`src/rtl/bcs_pkg.sv`:
```
package bcs_pkg;

  typedef enum logic [2:0] {
    ST_IDLE = 3'd0,
    ST_T1   = 3'd1,
    ST_T2   = 3'd2,
    ST_TW   = 3'd3,
    ST_T3   = 3'd4,
    ST_T4   = 3'd5,
    ST_HOLD = 3'd6
  } bst_e;

  typedef enum logic [1:0] {
    K_OPFETCH = 2'd0,
    K_OPERAND = 2'd1,
    K_READ    = 2'd2,
    K_WRITE   = 2'd3
  } kind_e;

  localparam logic [1:0] STAT_IDLE  = 2'b00;
  localparam logic [1:0] STAT_WRITE = 2'b01;
  localparam logic [1:0] STAT_READ  = 2'b10;
  localparam logic [1:0] STAT_FETCH = 2'b11;

  function automatic logic [1:0] status_of(kind_e k);
    case (k)
      K_OPFETCH: return STAT_FETCH;
      K_WRITE:   return STAT_WRITE;
      default:   return STAT_READ;
    endcase
  endfunction

  function automatic logic is_read(kind_e k);
    return k != K_WRITE;
  endfunction

  function automatic logic uses_pc(kind_e k);
    return (k == K_OPFETCH) || (k == K_OPERAND);
  endfunction

  function automatic logic has_decode_state(kind_e k);
    return k == K_OPFETCH;
  endfunction

endpackage

```
`src/rtl/bcs_fsm.sv`:
```
module bcs_fsm
  import bcs_pkg::*;
#(
  parameter int ADDR_W = 16,
  parameter int DATA_W = 8
) (
  input  logic              clk,
  input  logic              rst_n,
  input  logic              req_valid,
  input  logic [1:0]        req_kind,
  input  logic              req_io,
  input  logic              req_last,
  input  logic [ADDR_W-1:0] req_addr,
  input  logic [DATA_W-1:0] req_wdata,
  input  logic              ready_i,
  input  logic              hold_i,
  output bst_e              state,
  output kind_e             cur_kind,
  output logic              cur_io,
  output logic [ADDR_W-1:0] cur_addr,
  output logic [DATA_W-1:0] cur_wdata,
  output logic              req_accept,
  output logic              samp_ready,
  output logic              hold_grant,
  output logic              cycle_end
);

  bst_e              st_q, st_d;
  kind_e             kind_q;
  logic              io_q, last_q, bnd_q, bnd_now, dispatch;
  logic [ADDR_W-1:0] pc_q, addr_q;
  logic [DATA_W-1:0] wdata_q;
  kind_e             in_kind;

  assign in_kind = kind_e'(req_kind);

  always_comb begin
    cycle_end  = ((st_q == ST_T3) && !has_decode_state(kind_q)) || (st_q == ST_T4);
    dispatch   = (st_q == ST_IDLE) || cycle_end;
    bnd_now    = cycle_end ? last_q : bnd_q;
    hold_grant = dispatch && hold_i && bnd_now;
    req_accept = dispatch && req_valid && !hold_grant;
    samp_ready = (st_q == ST_T2) || (st_q == ST_TW);
  end

  always_comb begin
    st_d = st_q;
    if (hold_grant)      st_d = ST_HOLD;
    else if (req_accept) st_d = ST_T1;
    else if (cycle_end)  st_d = ST_IDLE;
    else begin
      case (st_q)
        ST_T1:   st_d = ST_T2;
        ST_T2,
        ST_TW:   st_d = ready_i ? ST_T3 : ST_TW;
        ST_T3:   st_d = ST_T4;
        ST_HOLD: st_d = hold_i ? ST_HOLD : ST_IDLE;
        default: st_d = st_q;
      endcase
    end
  end

  always_ff @(posedge clk or negedge rst_n) begin
    if (!rst_n) begin
      st_q    <= ST_IDLE;
      kind_q  <= K_OPFETCH;
      io_q    <= 1'b0;
      last_q  <= 1'b0;
      bnd_q   <= 1'b1;
      pc_q    <= '0;
      addr_q  <= '0;
      wdata_q <= '0;
    end else begin
      st_q <= st_d;
      if (cycle_end) bnd_q <= last_q;
      if (req_accept) begin
        kind_q  <= in_kind;
        io_q    <= uses_pc(in_kind) ? 1'b0 : req_io;
        last_q  <= req_last;
        addr_q  <= uses_pc(in_kind) ? pc_q : req_addr;
        wdata_q <= req_wdata;
        if (uses_pc(in_kind)) pc_q <= pc_q + ADDR_W'(1);
      end
    end
  end

  assign state     = st_q;
  assign cur_kind  = kind_q;
  assign cur_io    = io_q;
  assign cur_addr  = addr_q;
  assign cur_wdata = wdata_q;

endmodule

```
`src/rtl/bcs_pins.sv`:
```
module bcs_pins
  import bcs_pkg::*;
#(
  parameter int ADDR_W = 16,
  parameter int DATA_W = 8
) (
  input  bst_e                     state,
  input  kind_e                    cur_kind,
  input  logic                     cur_io,
  input  logic [ADDR_W-1:0]        cur_addr,
  input  logic [DATA_W-1:0]        cur_wdata,
  output logic                     ale,
  output logic [ADDR_W-DATA_W-1:0] addr_hi,
  output logic                     addr_hi_oe,
  output logic [DATA_W-1:0]        ad_o,
  output logic                     ad_oe,
  output logic                     rd_n,
  output logic                     wr_n,
  output logic                     io_sel,
  output logic [1:0]               status,
  output logic                     ctl_oe,
  output logic                     holda
);

  always_comb begin
    ale        = 1'b0;
    addr_hi    = cur_addr[ADDR_W-1:DATA_W];
    addr_hi_oe = 1'b1;
    ad_o       = cur_addr[DATA_W-1:0];
    ad_oe      = 1'b0;
    rd_n       = 1'b1;
    wr_n       = 1'b1;
    io_sel     = 1'b0;
    status     = STAT_IDLE;
    ctl_oe     = 1'b1;
    holda      = 1'b0;
    case (state)
      ST_T1: begin
        ale    = 1'b1;
        ad_oe  = 1'b1;
        io_sel = cur_io;
        status = status_of(cur_kind);
      end
      ST_T2, ST_TW, ST_T3: begin
        io_sel = cur_io;
        status = status_of(cur_kind);
        if (is_read(cur_kind)) begin
          rd_n = 1'b0;
        end else begin
          wr_n  = 1'b0;
          ad_o  = cur_wdata;
          ad_oe = 1'b1;
        end
      end
      ST_T4: begin
        io_sel = cur_io;
        status = status_of(cur_kind);
      end
      ST_HOLD: begin
        addr_hi_oe = 1'b0;
        ctl_oe     = 1'b0;
        holda      = 1'b1;
      end
      default: ;
    endcase
  end

endmodule

```
`src/rtl/bcs_resp.sv`:
```
module bcs_resp
  import bcs_pkg::*;
#(
  parameter int DATA_W = 8
) (
  input  logic              clk,
  input  logic              rst_n,
  input  bst_e              state,
  input  kind_e             cur_kind,
  input  logic [DATA_W-1:0] ad_i,
  output logic              done,
  output logic [DATA_W-1:0] rdata,
  output logic              reset_out
);

  logic cap_en;
  assign cap_en = (state == ST_T3) && is_read(cur_kind);

  always_ff @(posedge clk or negedge rst_n) begin
    if (!rst_n) begin
      done      <= 1'b0;
      rdata     <= '0;
      reset_out <= 1'b1;
    end else begin
      reset_out <= 1'b0;
      done      <= (state == ST_T3);
      if (cap_en) rdata <= ad_i;
    end
  end

endmodule

```
`src/rtl/bus_cycle_seq.sv`:
```
module bus_cycle_seq
  import bcs_pkg::*;
#(
  parameter int ADDR_W = 16,
  parameter int DATA_W = 8,
  localparam int HI_W  = ADDR_W - DATA_W
) (
  input  logic              clk,
  input  logic              rst_n,
  input  logic              req_valid_i,
  input  logic [1:0]        req_kind_i,
  input  logic              req_io_i,
  input  logic              req_last_i,
  input  logic [ADDR_W-1:0] req_addr_i,
  input  logic [DATA_W-1:0] req_wdata_i,
  output logic              req_accept_o,
  output logic              rsp_done_o,
  output logic [DATA_W-1:0] rsp_data_o,
  output logic [HI_W-1:0]   addr_hi_o,
  output logic              addr_hi_oe_o,
  output logic [DATA_W-1:0] ad_o,
  output logic              ad_oe_o,
  input  logic [DATA_W-1:0] ad_i,
  output logic              ale_o,
  output logic              rd_n_o,
  output logic              wr_n_o,
  output logic              io_sel_o,
  output logic [1:0]        status_o,
  output logic              ctl_oe_o,
  input  logic              ready_i,
  input  logic              hold_i,
  output logic              holda_o,
  output logic              reset_out_o
);

  bst_e              state;
  kind_e             cur_kind;
  logic              cur_io;
  logic [ADDR_W-1:0] cur_addr;
  logic [DATA_W-1:0] cur_wdata;
  logic              samp_ready;
  logic              hold_grant;
  logic              cycle_end;

  bcs_fsm #(.ADDR_W(ADDR_W), .DATA_W(DATA_W)) u_fsm (
    .clk        (clk),
    .rst_n      (rst_n),
    .req_valid  (req_valid_i),
    .req_kind   (req_kind_i),
    .req_io     (req_io_i),
    .req_last   (req_last_i),
    .req_addr   (req_addr_i),
    .req_wdata  (req_wdata_i),
    .ready_i    (ready_i),
    .hold_i     (hold_i),
    .state      (state),
    .cur_kind   (cur_kind),
    .cur_io     (cur_io),
    .cur_addr   (cur_addr),
    .cur_wdata  (cur_wdata),
    .req_accept (req_accept_o),
    .samp_ready (samp_ready),
    .hold_grant (hold_grant),
    .cycle_end  (cycle_end)
  );

  bcs_pins #(.ADDR_W(ADDR_W), .DATA_W(DATA_W)) u_pins (
    .state      (state),
    .cur_kind   (cur_kind),
    .cur_io     (cur_io),
    .cur_addr   (cur_addr),
    .cur_wdata  (cur_wdata),
    .ale        (ale_o),
    .addr_hi    (addr_hi_o),
    .addr_hi_oe (addr_hi_oe_o),
    .ad_o       (ad_o),
    .ad_oe      (ad_oe_o),
    .rd_n       (rd_n_o),
    .wr_n       (wr_n_o),
    .io_sel     (io_sel_o),
    .status     (status_o),
    .ctl_oe     (ctl_oe_o),
    .holda      (holda_o)
  );

  bcs_resp #(.DATA_W(DATA_W)) u_resp (
    .clk       (clk),
    .rst_n     (rst_n),
    .state     (state),
    .cur_kind  (cur_kind),
    .ad_i      (ad_i),
    .done      (rsp_done_o),
    .rdata     (rsp_data_o),
    .reset_out (reset_out_o)
  );

endmodule

```
`config.mk`:
```
export PLATFORM = sky130hd
export DESIGN_NAME = bus_cycle_seq
export DESIGN_NICKNAME = d
export VERILOG_FILES = /design/src/rtl/bcs_pkg.sv /design/src/rtl/bcs_fsm.sv /design/src/rtl/bcs_pins.sv /design/src/rtl/bcs_resp.sv /design/src/rtl/bus_cycle_seq.sv
export SDC_FILE = /design/constraint.sdc
export NUM_CORES = 1
export LEC_CHECK = 0
export ABC_CLOCK_PERIOD_IN_PS = 3490
export BUFFER_PORTS_ARGS = -buffer_cell sky130_fd_sc_hd__clkbuf_2
export CORE_MARGIN = 10
export CORE_UTILIZATION = 38
export DETAILED_ROUTE_END_ITERATION = 10
export HOLD_SLACK_MARGIN = 0.02
export PLACE_DENSITY_LB_ADDON = 0.1
export SETUP_SLACK_MARGIN = 0.15
export SLEW_MARGIN = 20
export SYNTH_ARGS = -nofsm -noshare
export SYNTH_HDL_FRONTEND = slang
export SYNTH_HIERARCHICAL = 1
export SYNTH_SLANG_ARGS = --single-unit
```
`constraint.sdc`:
```
create_clock -name clk -period 3.49 [get_ports clk]
set_clock_uncertainty 0.1 [all_clocks]
set_input_delay 0.349 -clock clk [delete_from_list [all_inputs] [get_ports clk]]
set_output_delay 0.349 -clock clk [all_outputs]
set_load 0.1 [all_outputs]
```
# --- Yosys cells after proc, flatten, opt, wreduce, memory -nomap -nowiden ---
# Index checks and enable logic that the tools add are counted.
totals:
  word_cells: 62
  inputBits: 41
  output_inout_bits: 37
  regBits: 58
classes:
  n_addsub: 1
  n_eq_ne: 9
  muxes: 22
  n_reduce_logical: 19
ops:
  columns: ["operator", "count"]
  rows:
  - ["16-bit by 1-bit adder with 16-bit output (second input constant)", 1]
  - ["16-bit two-way mux", 1]
  - ["8-bit two-way mux", 2]
  - ["3-bit two-way mux", 5]
  - ["3-bit case mux with 4 select lines", 1]
  - ["1-bit two-way mux", 10]
  - ["3-bit == test (second input constant)", 3]
  - ["7-bit nonzero test", 1]
  - ["3-bit by 2-bit == test with 1-bit output (second input constant)", 2]
  - ["1-bit logical AND", 6]
  - ["5-bit OR reduction", 1]
  - ["2-bit logical NOT", 2]
  - ["2-bit case mux with 2 select lines", 1]
  - ["3-bit by 1-bit == test with 1-bit output (second input constant)", 1]
  - ["3-bit logical NOT", 1]
  - ["1-bit logical OR", 3]
  - ["3-bit OR reduction", 1]
  - ["2-bit by 1-bit == test with 1-bit output (second input constant)", 1]
  - ["2-bit == test (second input constant)", 1]
  - ["1-bit logical NOT", 2]
  - ["2-bit two-way mux", 1]
  - ["2-bit != test (second input constant)", 1]
  - ["1-bit case mux with 2 select lines", 1]
  - ["2-bit AND reduction", 1]
  - ["2-bit OR reduction", 1]

# --- Longest topological paths before layout ---
# Gate-level depths: netlist of the first run.
depth:
  depth_word: 11
  mapped_depth: 7
  depth_no_buf: 6

# --- Hierarchy ---
# Netlist of the first run, hierarchy kept.
by_module_without_submodules:
  columns: ["mod", "seq_area_each_um2", "instances", "area_each_um2", "cells_each"]
  rows:
  - ["bcs_fsm", 1202.4, 1, 2237.1, 198]
  - ["bcs_pins", 0.0, 1, 489.2, 74]
  - ["bcs_resp", 251.5, 1, 379.1, 22]

# --- Least setup slack after synthesis of the first run ---
# No wires, ideal clock.
synth_timing:
  path_kind: "reg2out"
  start: "register u_fsm.kind_q[1] (netlist: u_fsm/cur_kind[1])"
  end: "output ad_o[0]"
  arrival_ns: 3.377
  stages_incl_launch_ff: 6
  path_buffers: 2
  setup_slack_ns: -0.336
  required_time_ns: 3.041
  cell_sequence: "dfrtp_1 -> ha_1 -> clkbuf_1 -> buf_2 -> nor2_1 -> a211oi_1"
synth_via:
  elab_chain_cells: 3
synth_rtl:
  columns: ["item", "line_no", "source"]
  rows:
  - ["start: declaration", "bcs_fsm.sv:29", "kind_e kind_q;"]
  - ["start signal: assignment", "bcs_fsm.sv:77", "kind_q <= in_kind;"]
  - ["2-bit != test", "bcs_pkg.sv:34", "return k != K_WRITE;"]
  - ["8-bit two-way mux", "bcs_pins.sv:47", "if (is_read(cur_kind)) begin"]
  - ["8-bit two-way mux", "bcs_pins.sv:37", "case (state)"]
  - ["end: declaration", "bus_cycle_seq.sv:21", "output logic [DATA_W-1:0] ad_o,"]
# No other way between the ends.

# --- Final worst setup path of the first run ---
layout_timing:
  start: "register u_fsm.st_q[1] (netlist: u_fsm/state[1])"
  end: "output wr_n_o"
layout_via:
  elab_chain_cells: 3
  elab_cells_between_ends: 5
  classes_between: "3 x eq/ne; 1 x mux; 1 x reduce/logical"
layout_rtl:
  columns: ["item", "line_no", "source"]
  rows:
  - ["start: declaration", "bcs_fsm.sv:28", "bst_e st_q, st_d;"]
  - ["start signal: assignment", "bcs_fsm.sv:74", "st_q <= st_d;"]
  - ["3-bit by 2-bit == test with 1-bit output / 3-bit == test (equally long branches)", "bcs_pins.sv:37", null]
  - ["3-bit OR reduction (*)", "bcs_pins.sv:37", null]
  - ["1-bit two-way mux (*)", "bcs_pins.sv:37", null]
  - ["end: declaration", "bus_cycle_seq.sv:26", "output logic wr_n_o,"]
# Every way passes the cells marked *; elsewhere a longest branch is shown, timed or not.

==> flow_summary.json, run 1 <==
{
  "final.min_clock_period_ns": 2.782,
  "crit_arrival_ns": 2.33,
  "maxClockFrequency_mhz": 359.5,
  "post-route-drc-count": 0,
  "port_buffers": 77,
  "die-width_um": 110.4,
  "coreArea_um2": 7848,
  "drtPass1Iterations": 4,
  "nets": 408,
  "ys_seq_elements": 58,
  "final-hold-violation-count": 0,
  "synth_enable_flop_cells": 0,
  "critical-path-top-delay-family": "buffers and inverters",
  "final_min_period_over_clock_period_pct": 79.71,
  "required_ns": 3.04,
  "die_area_um2": 12190,
  "grt_first_pass_wirelength_um": 12330,
  "via_count": 2306,
  "flow.area_growth_from_synthesis_pct": 22.28,
  "antenna_cells": 0,
  "synth_cell_type_count": 45,
  "maxCapViolations": 0,
  "worstHoldPathType": "in2reg",
  "final-max-slew-violation-count": 0,
  "h-tree-depth": 3,
  "floorplan.initialDensity_pct": 39.57,
  "top_level_ports": 78,
  "wl_um": 7227,
  "maximum_number_of_pins_on_one_net_before_global_route_repair": 32,
  "post-dp-hpwl_um": 5447,
  "gp_routability_congestion": 0.7711,
  "place_ws_ns": 1.006,
  "ys_seq_area_share_pct": 46.82,
  "final_common_cell": "sky130_fd_sc_hd__clkbuf_2",
  "postSynth.topFlopCell": "sky130_fd_sc_hd__dfrtp_1",
  "post_drt_wl_per_cell_um": 15.34,
  "rows": 32,
  "synth-warning-count": 6,
  "clockBufferDepth": 2,
  "grt_pass1_vias": 2442,
  "critical_path.max_stage_delay_ns": 0.65,
  "drive_gt1_share_pct": 37.94,
  "cp-start-kind": "flip-flop",
  "crit_slowest_cell": "sky130_fd_sc_hd__dfrtp_1",
  "worst_hold_slack_ns": 0.1493,
  "syn-cell-area_um2": 3105,
  "worst-path-max-fanout": 16,
  "drtAntennaViolNets": 0,
  "synth.avg_cell_area_um2": 10.56,
  "grt_antenna_before_repair": 0,
  "drt-vias-per-instance": 4.896,
  "die_height_um": 110.4,
  "clock_latency_ns": 0.33,
  "layout.cells.most_common_list": "sky130_fd_sc_hd__clkbuf_2 (76), sky130_fd_sc_hd__dfrtp_1 (56), sky130_fd_sc_hd__nand2_1 (38)",
  "postSynthCellCount": 294,
  "syn-num-nets": 338,
  "run_status": "finished, final reports clean",
  "rsz_0062_raised_after_global_routing": "false",
  "timing_worst_setup_path_type": "reg2out",
  "slew_margin_rel_pct": 41.59,
  "clock-root-buffer": "sky130_fd_sc_hd__clkbuf_8",
  "grt.overflow.total": 0,
  "tritoncts": "yes",
  "final_design_area_no_fill_um2": 3797,
  "worst_setup_path_end_kind": "primary output",
  "drt_first_iter_violations": 74,
  "timing.critical_path.buf_inv": 2,
  "placed_area_um2": 3558,
  "max_slew.worst_pin.slew_ns": 0.8761,
  "global_route_usage_sum_pct": 12.01,
  "final_setup_viols": 0,
  "async_reset_ff_share_pct": 100.0,
  "critical_path.cell_chain": "clkinv_1 -> a21bo_2 -> nand2_1 -> clkbuf_2",
  "setup_tns_ns": 0,
  "clkTransAtPathRegs_ns": 0.06,
  "clock-sinks": 58,
  "number_of_clock_buffers_inserted_by_tritoncts": 9,
  "setup_slack_ns": 0.7083
}
-- Yosys cell counts, types with 2 or more instances --
library cell,count,area [µm²]
sky130_fd_sc_hd__a211oi_1,9,67.56
sky130_fd_sc_hd__a21oi_1,2,10.01
sky130_fd_sc_hd__and3_1,6,37.54
sky130_fd_sc_hd__buf_2,5,25.02
sky130_fd_sc_hd__buf_4,10,75.07
sky130_fd_sc_hd__buf_6,2,22.52
sky130_fd_sc_hd__clkbuf_1,6,22.52
sky130_fd_sc_hd__dfrtp_1,56,1401
sky130_fd_sc_hd__dfstp_2,2,52.55
sky130_fd_sc_hd__ha_1,3,37.54
sky130_fd_sc_hd__inv_1,2,7.510
sky130_fd_sc_hd__mux2_2,19,214.0
sky130_fd_sc_hd__mux2i_1,24,240.2
sky130_fd_sc_hd__nand2_1,38,142.6
sky130_fd_sc_hd__nand2b_1,14,87.58
sky130_fd_sc_hd__nand3_1,4,20.02
sky130_fd_sc_hd__nand4_1,2,12.51
sky130_fd_sc_hd__nor2_1,13,48.80
sky130_fd_sc_hd__nor2b_1,3,18.77
sky130_fd_sc_hd__nor3_1,4,20.02
sky130_fd_sc_hd__nor3b_1,2,15.01
sky130_fd_sc_hd__nor4_2,6,75.07
sky130_fd_sc_hd__o21ai_0,19,95.09
sky130_fd_sc_hd__o22ai_1,9,56.30
sky130_fd_sc_hd__xnor2_1,3,26.28
sky130_fd_sc_hd__xor2_1,12,105.1
-- layer usage --
| layer | up-vias | wire length [µm] | share of wire (%) | global-route usage, % |
|---|---|---|---|---|
| li1 | 1165 | - | - | - |
| met1 | 1085 | 3214 | 44 | 14.61 |
| met2 | 49 | 3593 | 50 | 19.76 |
| met3 | 7 | 365 | 5.1 | 4.268 |
| met4 | 0 | 54 | 0.75 | 2.850 |
| met5 | - | 0 | 0 | 0 |
-- area by class of cell --
type,count,area [µm²]
Inverter,4,15.01
Fill cell,768,4050
Timing Repair Buffer,82,440.4
Sequential cell,58,1454
Multi-Input combinational cell,209,1531
Clock inverter,4,73.82
Tap cell,102,127.6
Clock buffer,12,155.1
-- worst paths after layout --
kind,from,endpoint,slack [ns],cells past startpoint
setup / recovery,u_fsm/state[1],wr_n_o,0.71,4
hold / removal,ad_i[1],u_resp/rdata[1],0.15,2
setup reg to reg,u_fsm/state[1],u_fsm/pc_q[1],1.06,6
hold reg to reg,u_fsm/cur_io,u_fsm/cur_io,0.37,2
max in group asynchronous,rst_n,u_resp/reset_out,2.00,3
min in group asynchronous,rst_n,u_fsm/cur_wdata[0],0.51,2
-- flip-flops by register name, summed over array words and instances, names as in the netlist --
signal,cells
u_fsm/cur_addr,16
u_fsm/pc_q,16
u_fsm/cur_wdata,8
u_resp/rdata,8
u_fsm/state,3
u_fsm/cur_kind,2
u_fsm/bnd_q,1
u_fsm/cur_io,1
u_fsm/last_q,1
u_resp/done,1
u_resp/reset_out,1
-- kinds of logic (layout without fill, tap and decap cells) --
kind of cell / Yosys count / count (layout) / synth area share [%]
other cells: 1 / 1 / 0.1208
buf+inv: 27 / 102 / 5.157
compound gates: 45 / 45 / 9.106
fa+ha+maj: 3 / 3 / 1.209
simple gates: 102 / 102 / 18.74
mux: 43 / 43 / 14.63
flops: 58 / 58 / 46.82
xor+xnor: 15 / 15 / 4.231
-- through the flow --
stage / utilization, % / std cells
final: 48.39 / 471
after detailed placement: 45.34 / 454
after CTS: 48.39 / 471
after global routing: 48.39 / 471
after floorplan: - / 294
after global placement: 45.34 / 454
-- timing repair --
item / in CTS / in global routing
gates resized for setup: 0 / 0
endpoints found under the setup margin: 0 / 0
hold endpoints to repair: 26 / 0
buffers inserted: 0 / 0
hold buffers: 1 / 0
Power of run 1 is not shown: default switching activity piles up to over one toggle a cycle in this logic, so the estimate is an artifact.
==> run 2, diff against run 1 <==
ABC_CLOCK_PERIOD_IN_PS = 2600   (was 3490)
clock period = 2.6 ns   (was 3.49 ns; I/O delays follow)
==> run 2 against run 1 <==
- via count up 2.4%
- critical path depth unchanged
- wire length up 5.7%
- sequential share of layout area is 0.83 points lower
- largest cell class unchanged
==> flow_summary.json, run 2 (synthesized netlist as in run 1, its figures left out) <==
{
  "via_count": 2362,
  "post_drt_wl_per_cell_um": 16.18,
  "port_buffers": 77,
  "clkTransAtPathRegs_ns": 0.06,
  "finish.utilization_pct": 49.59,
  "clock_latency_ns": 0.33,
  "worstHoldPathType": "in2reg",
  "coreArea_um2": 7848,
  "post-dp-hpwl_um": 5676,
  "post-cts-setup-buffers": 0,
  "place_ws_ns": 0.3626,
  "worst-path-max-fanout": 7,
  "slew_margin_rel_pct": 56.75,
  "wl_um": 7638,
  "drive_gt1_share_pct": 41.35,
  "wl_met2_um": 3757,
  "final_min_period_over_clock_period_pct": 88.28,
  "crit_arrival_ns": 1.94,
  "h-tree-depth": 3,
  "rows": 32,
  "maxUsedRoutingLayer": "met4",
  "run_status": "finished, final reports clean",
  "die_height_um": 110.4,
  "detailroute.wirelength.met3_um": 386,
  "final_common_cell": "sky130_fd_sc_hd__clkbuf_2",
  "drt_first_iter_violations": 85,
  "top_level_ports": 78,
  "setup_slack_ns": 0.3046,
  "final-hold-violation-count": 0,
  "drtPass1Iterations": 4,
  "tritoncts": "yes",
  "rsz_0062_raised_after_global_routing": "false",
  "cp-start-kind": "flip-flop",
  "clockBufferDepth": 2,
  "final_setup_viols": 0,
  "clock-root-buffer": "sky130_fd_sc_hd__clkbuf_8",
  "max_slew.worst_pin.slew_ns": 0.6487,
  "die-width_um": 110.4,
  "layout.cells.most_common_list": "sky130_fd_sc_hd__clkbuf_2 (64), sky130_fd_sc_hd__dfrtp_1 (53), sky130_fd_sc_hd__nand2_1 (36)",
  "grt.overflow.total": 0,
  "maxClockFrequency_mhz": 435.7,
  "final.min_clock_period_ns": 2.295,
  "drt-vias-per-instance": 5.004,
  "drt-met1-wl_um": 3409,
  "timing_worst_setup_path_type": "reg2out",
  "number_of_clock_buffers_inserted_by_tritoncts": 9,
  "global_route_usage_sum_pct": 12.60,
  "antenna_cells": 0,
  "grt_antenna_before_repair": 0,
  "grt_pass1_vias": 2482,
  "floorplan.initialDensity_pct": 39.57,
  "final-max-slew-violation-count": 0,
  "required_ns": 2.24,
  "drtAntennaViolNets": 0,
  "setup_tns_ns": 0,
  "clock-sinks": 58,
  "flow.area_growth_from_synthesis_pct": 25.30,
  "gp_routability_congestion": 0.7630,
  "post-route-drc-count": 0,
  "nets": 411,
  "die_area_um2": 12190,
  "maximum_number_of_pins_on_one_net_before_global_route_repair": 35,
  "grt_first_pass_wirelength_um": 12800,
  "maxCapViolations": 0,
  "worst_setup_path_end_kind": "primary output"
}
-- run 2: path summary, 6_finish.rpt --
path                       slack [ns]                from                  to  cells past startpoint
max                              0.30      u_fsm/state[1]            io_sel_o                      4
min                              0.06      req_wdata_i[1]  u_fsm/cur_wdata[1]                      2
max reg2reg                      0.49      u_fsm/state[1]       u_fsm/pc_q[1]                      7
min reg2reg                      0.38  u_fsm/cur_addr[11]  u_fsm/cur_addr[11]                      2
max in group asynchronous        1.40               rst_n   u_fsm/cur_addr[8]                      3
min in group asynchronous        0.39               rst_n  u_fsm/cur_wdata[4]                      2
-- run 2: metrics by stage --
step / instances / hold slack [ns] / instance area [µm²]
after global placement: 456 / 0.2358 / 3690
after detailed placement: 456 / 0.2285 / 3690
after global routing: 472 / 0.04144 / 3891
after CTS: 471 / 0.04696 / 3865
final: 472 / 0.06186 / 3891
after floorplan: 294 / -0.1356 / 3222
-- run 2: worst max-delay path, cell delays in order (launching register included) --
cell and delay [ns]:
sky130_fd_sc_hd__dfrtp_2 0.47, sky130_fd_sc_hd__buf_4 0.18, sky130_fd_sc_hd__or3_1 0.38, sky130_fd_sc_hd__and3_1 0.21
sky130_fd_sc_hd__clkbuf_2 0.37
-- run 2: cell type report --
cell class	count	area [µm²]
flip-flops and latches	58	1458
multi-input cells	210	1629
repair buffers	84	495.5
well taps	102	127.6
inverters	4	22.52
fillers	771	3956
clock inverters	3	17.52
clock buffers	11	141.4
-- run 2: layer usage --
layer	track usage [%]	vias up
met5	0	-
met4	3.972	0
met3	3.998	9
met2	20.31	60
met1	15.58	1133
li1	-	1160
-- run 2: what timing repair did --
action                                  in CTS  in global routing
cloned                                       0                  1
hold endpoints to repair                    22                  0
endpoints found under the setup margin       9                 13
hold buffers                                 1                  0
resized for setup                            3                  8
Power of run 2 is left out for the same reason.
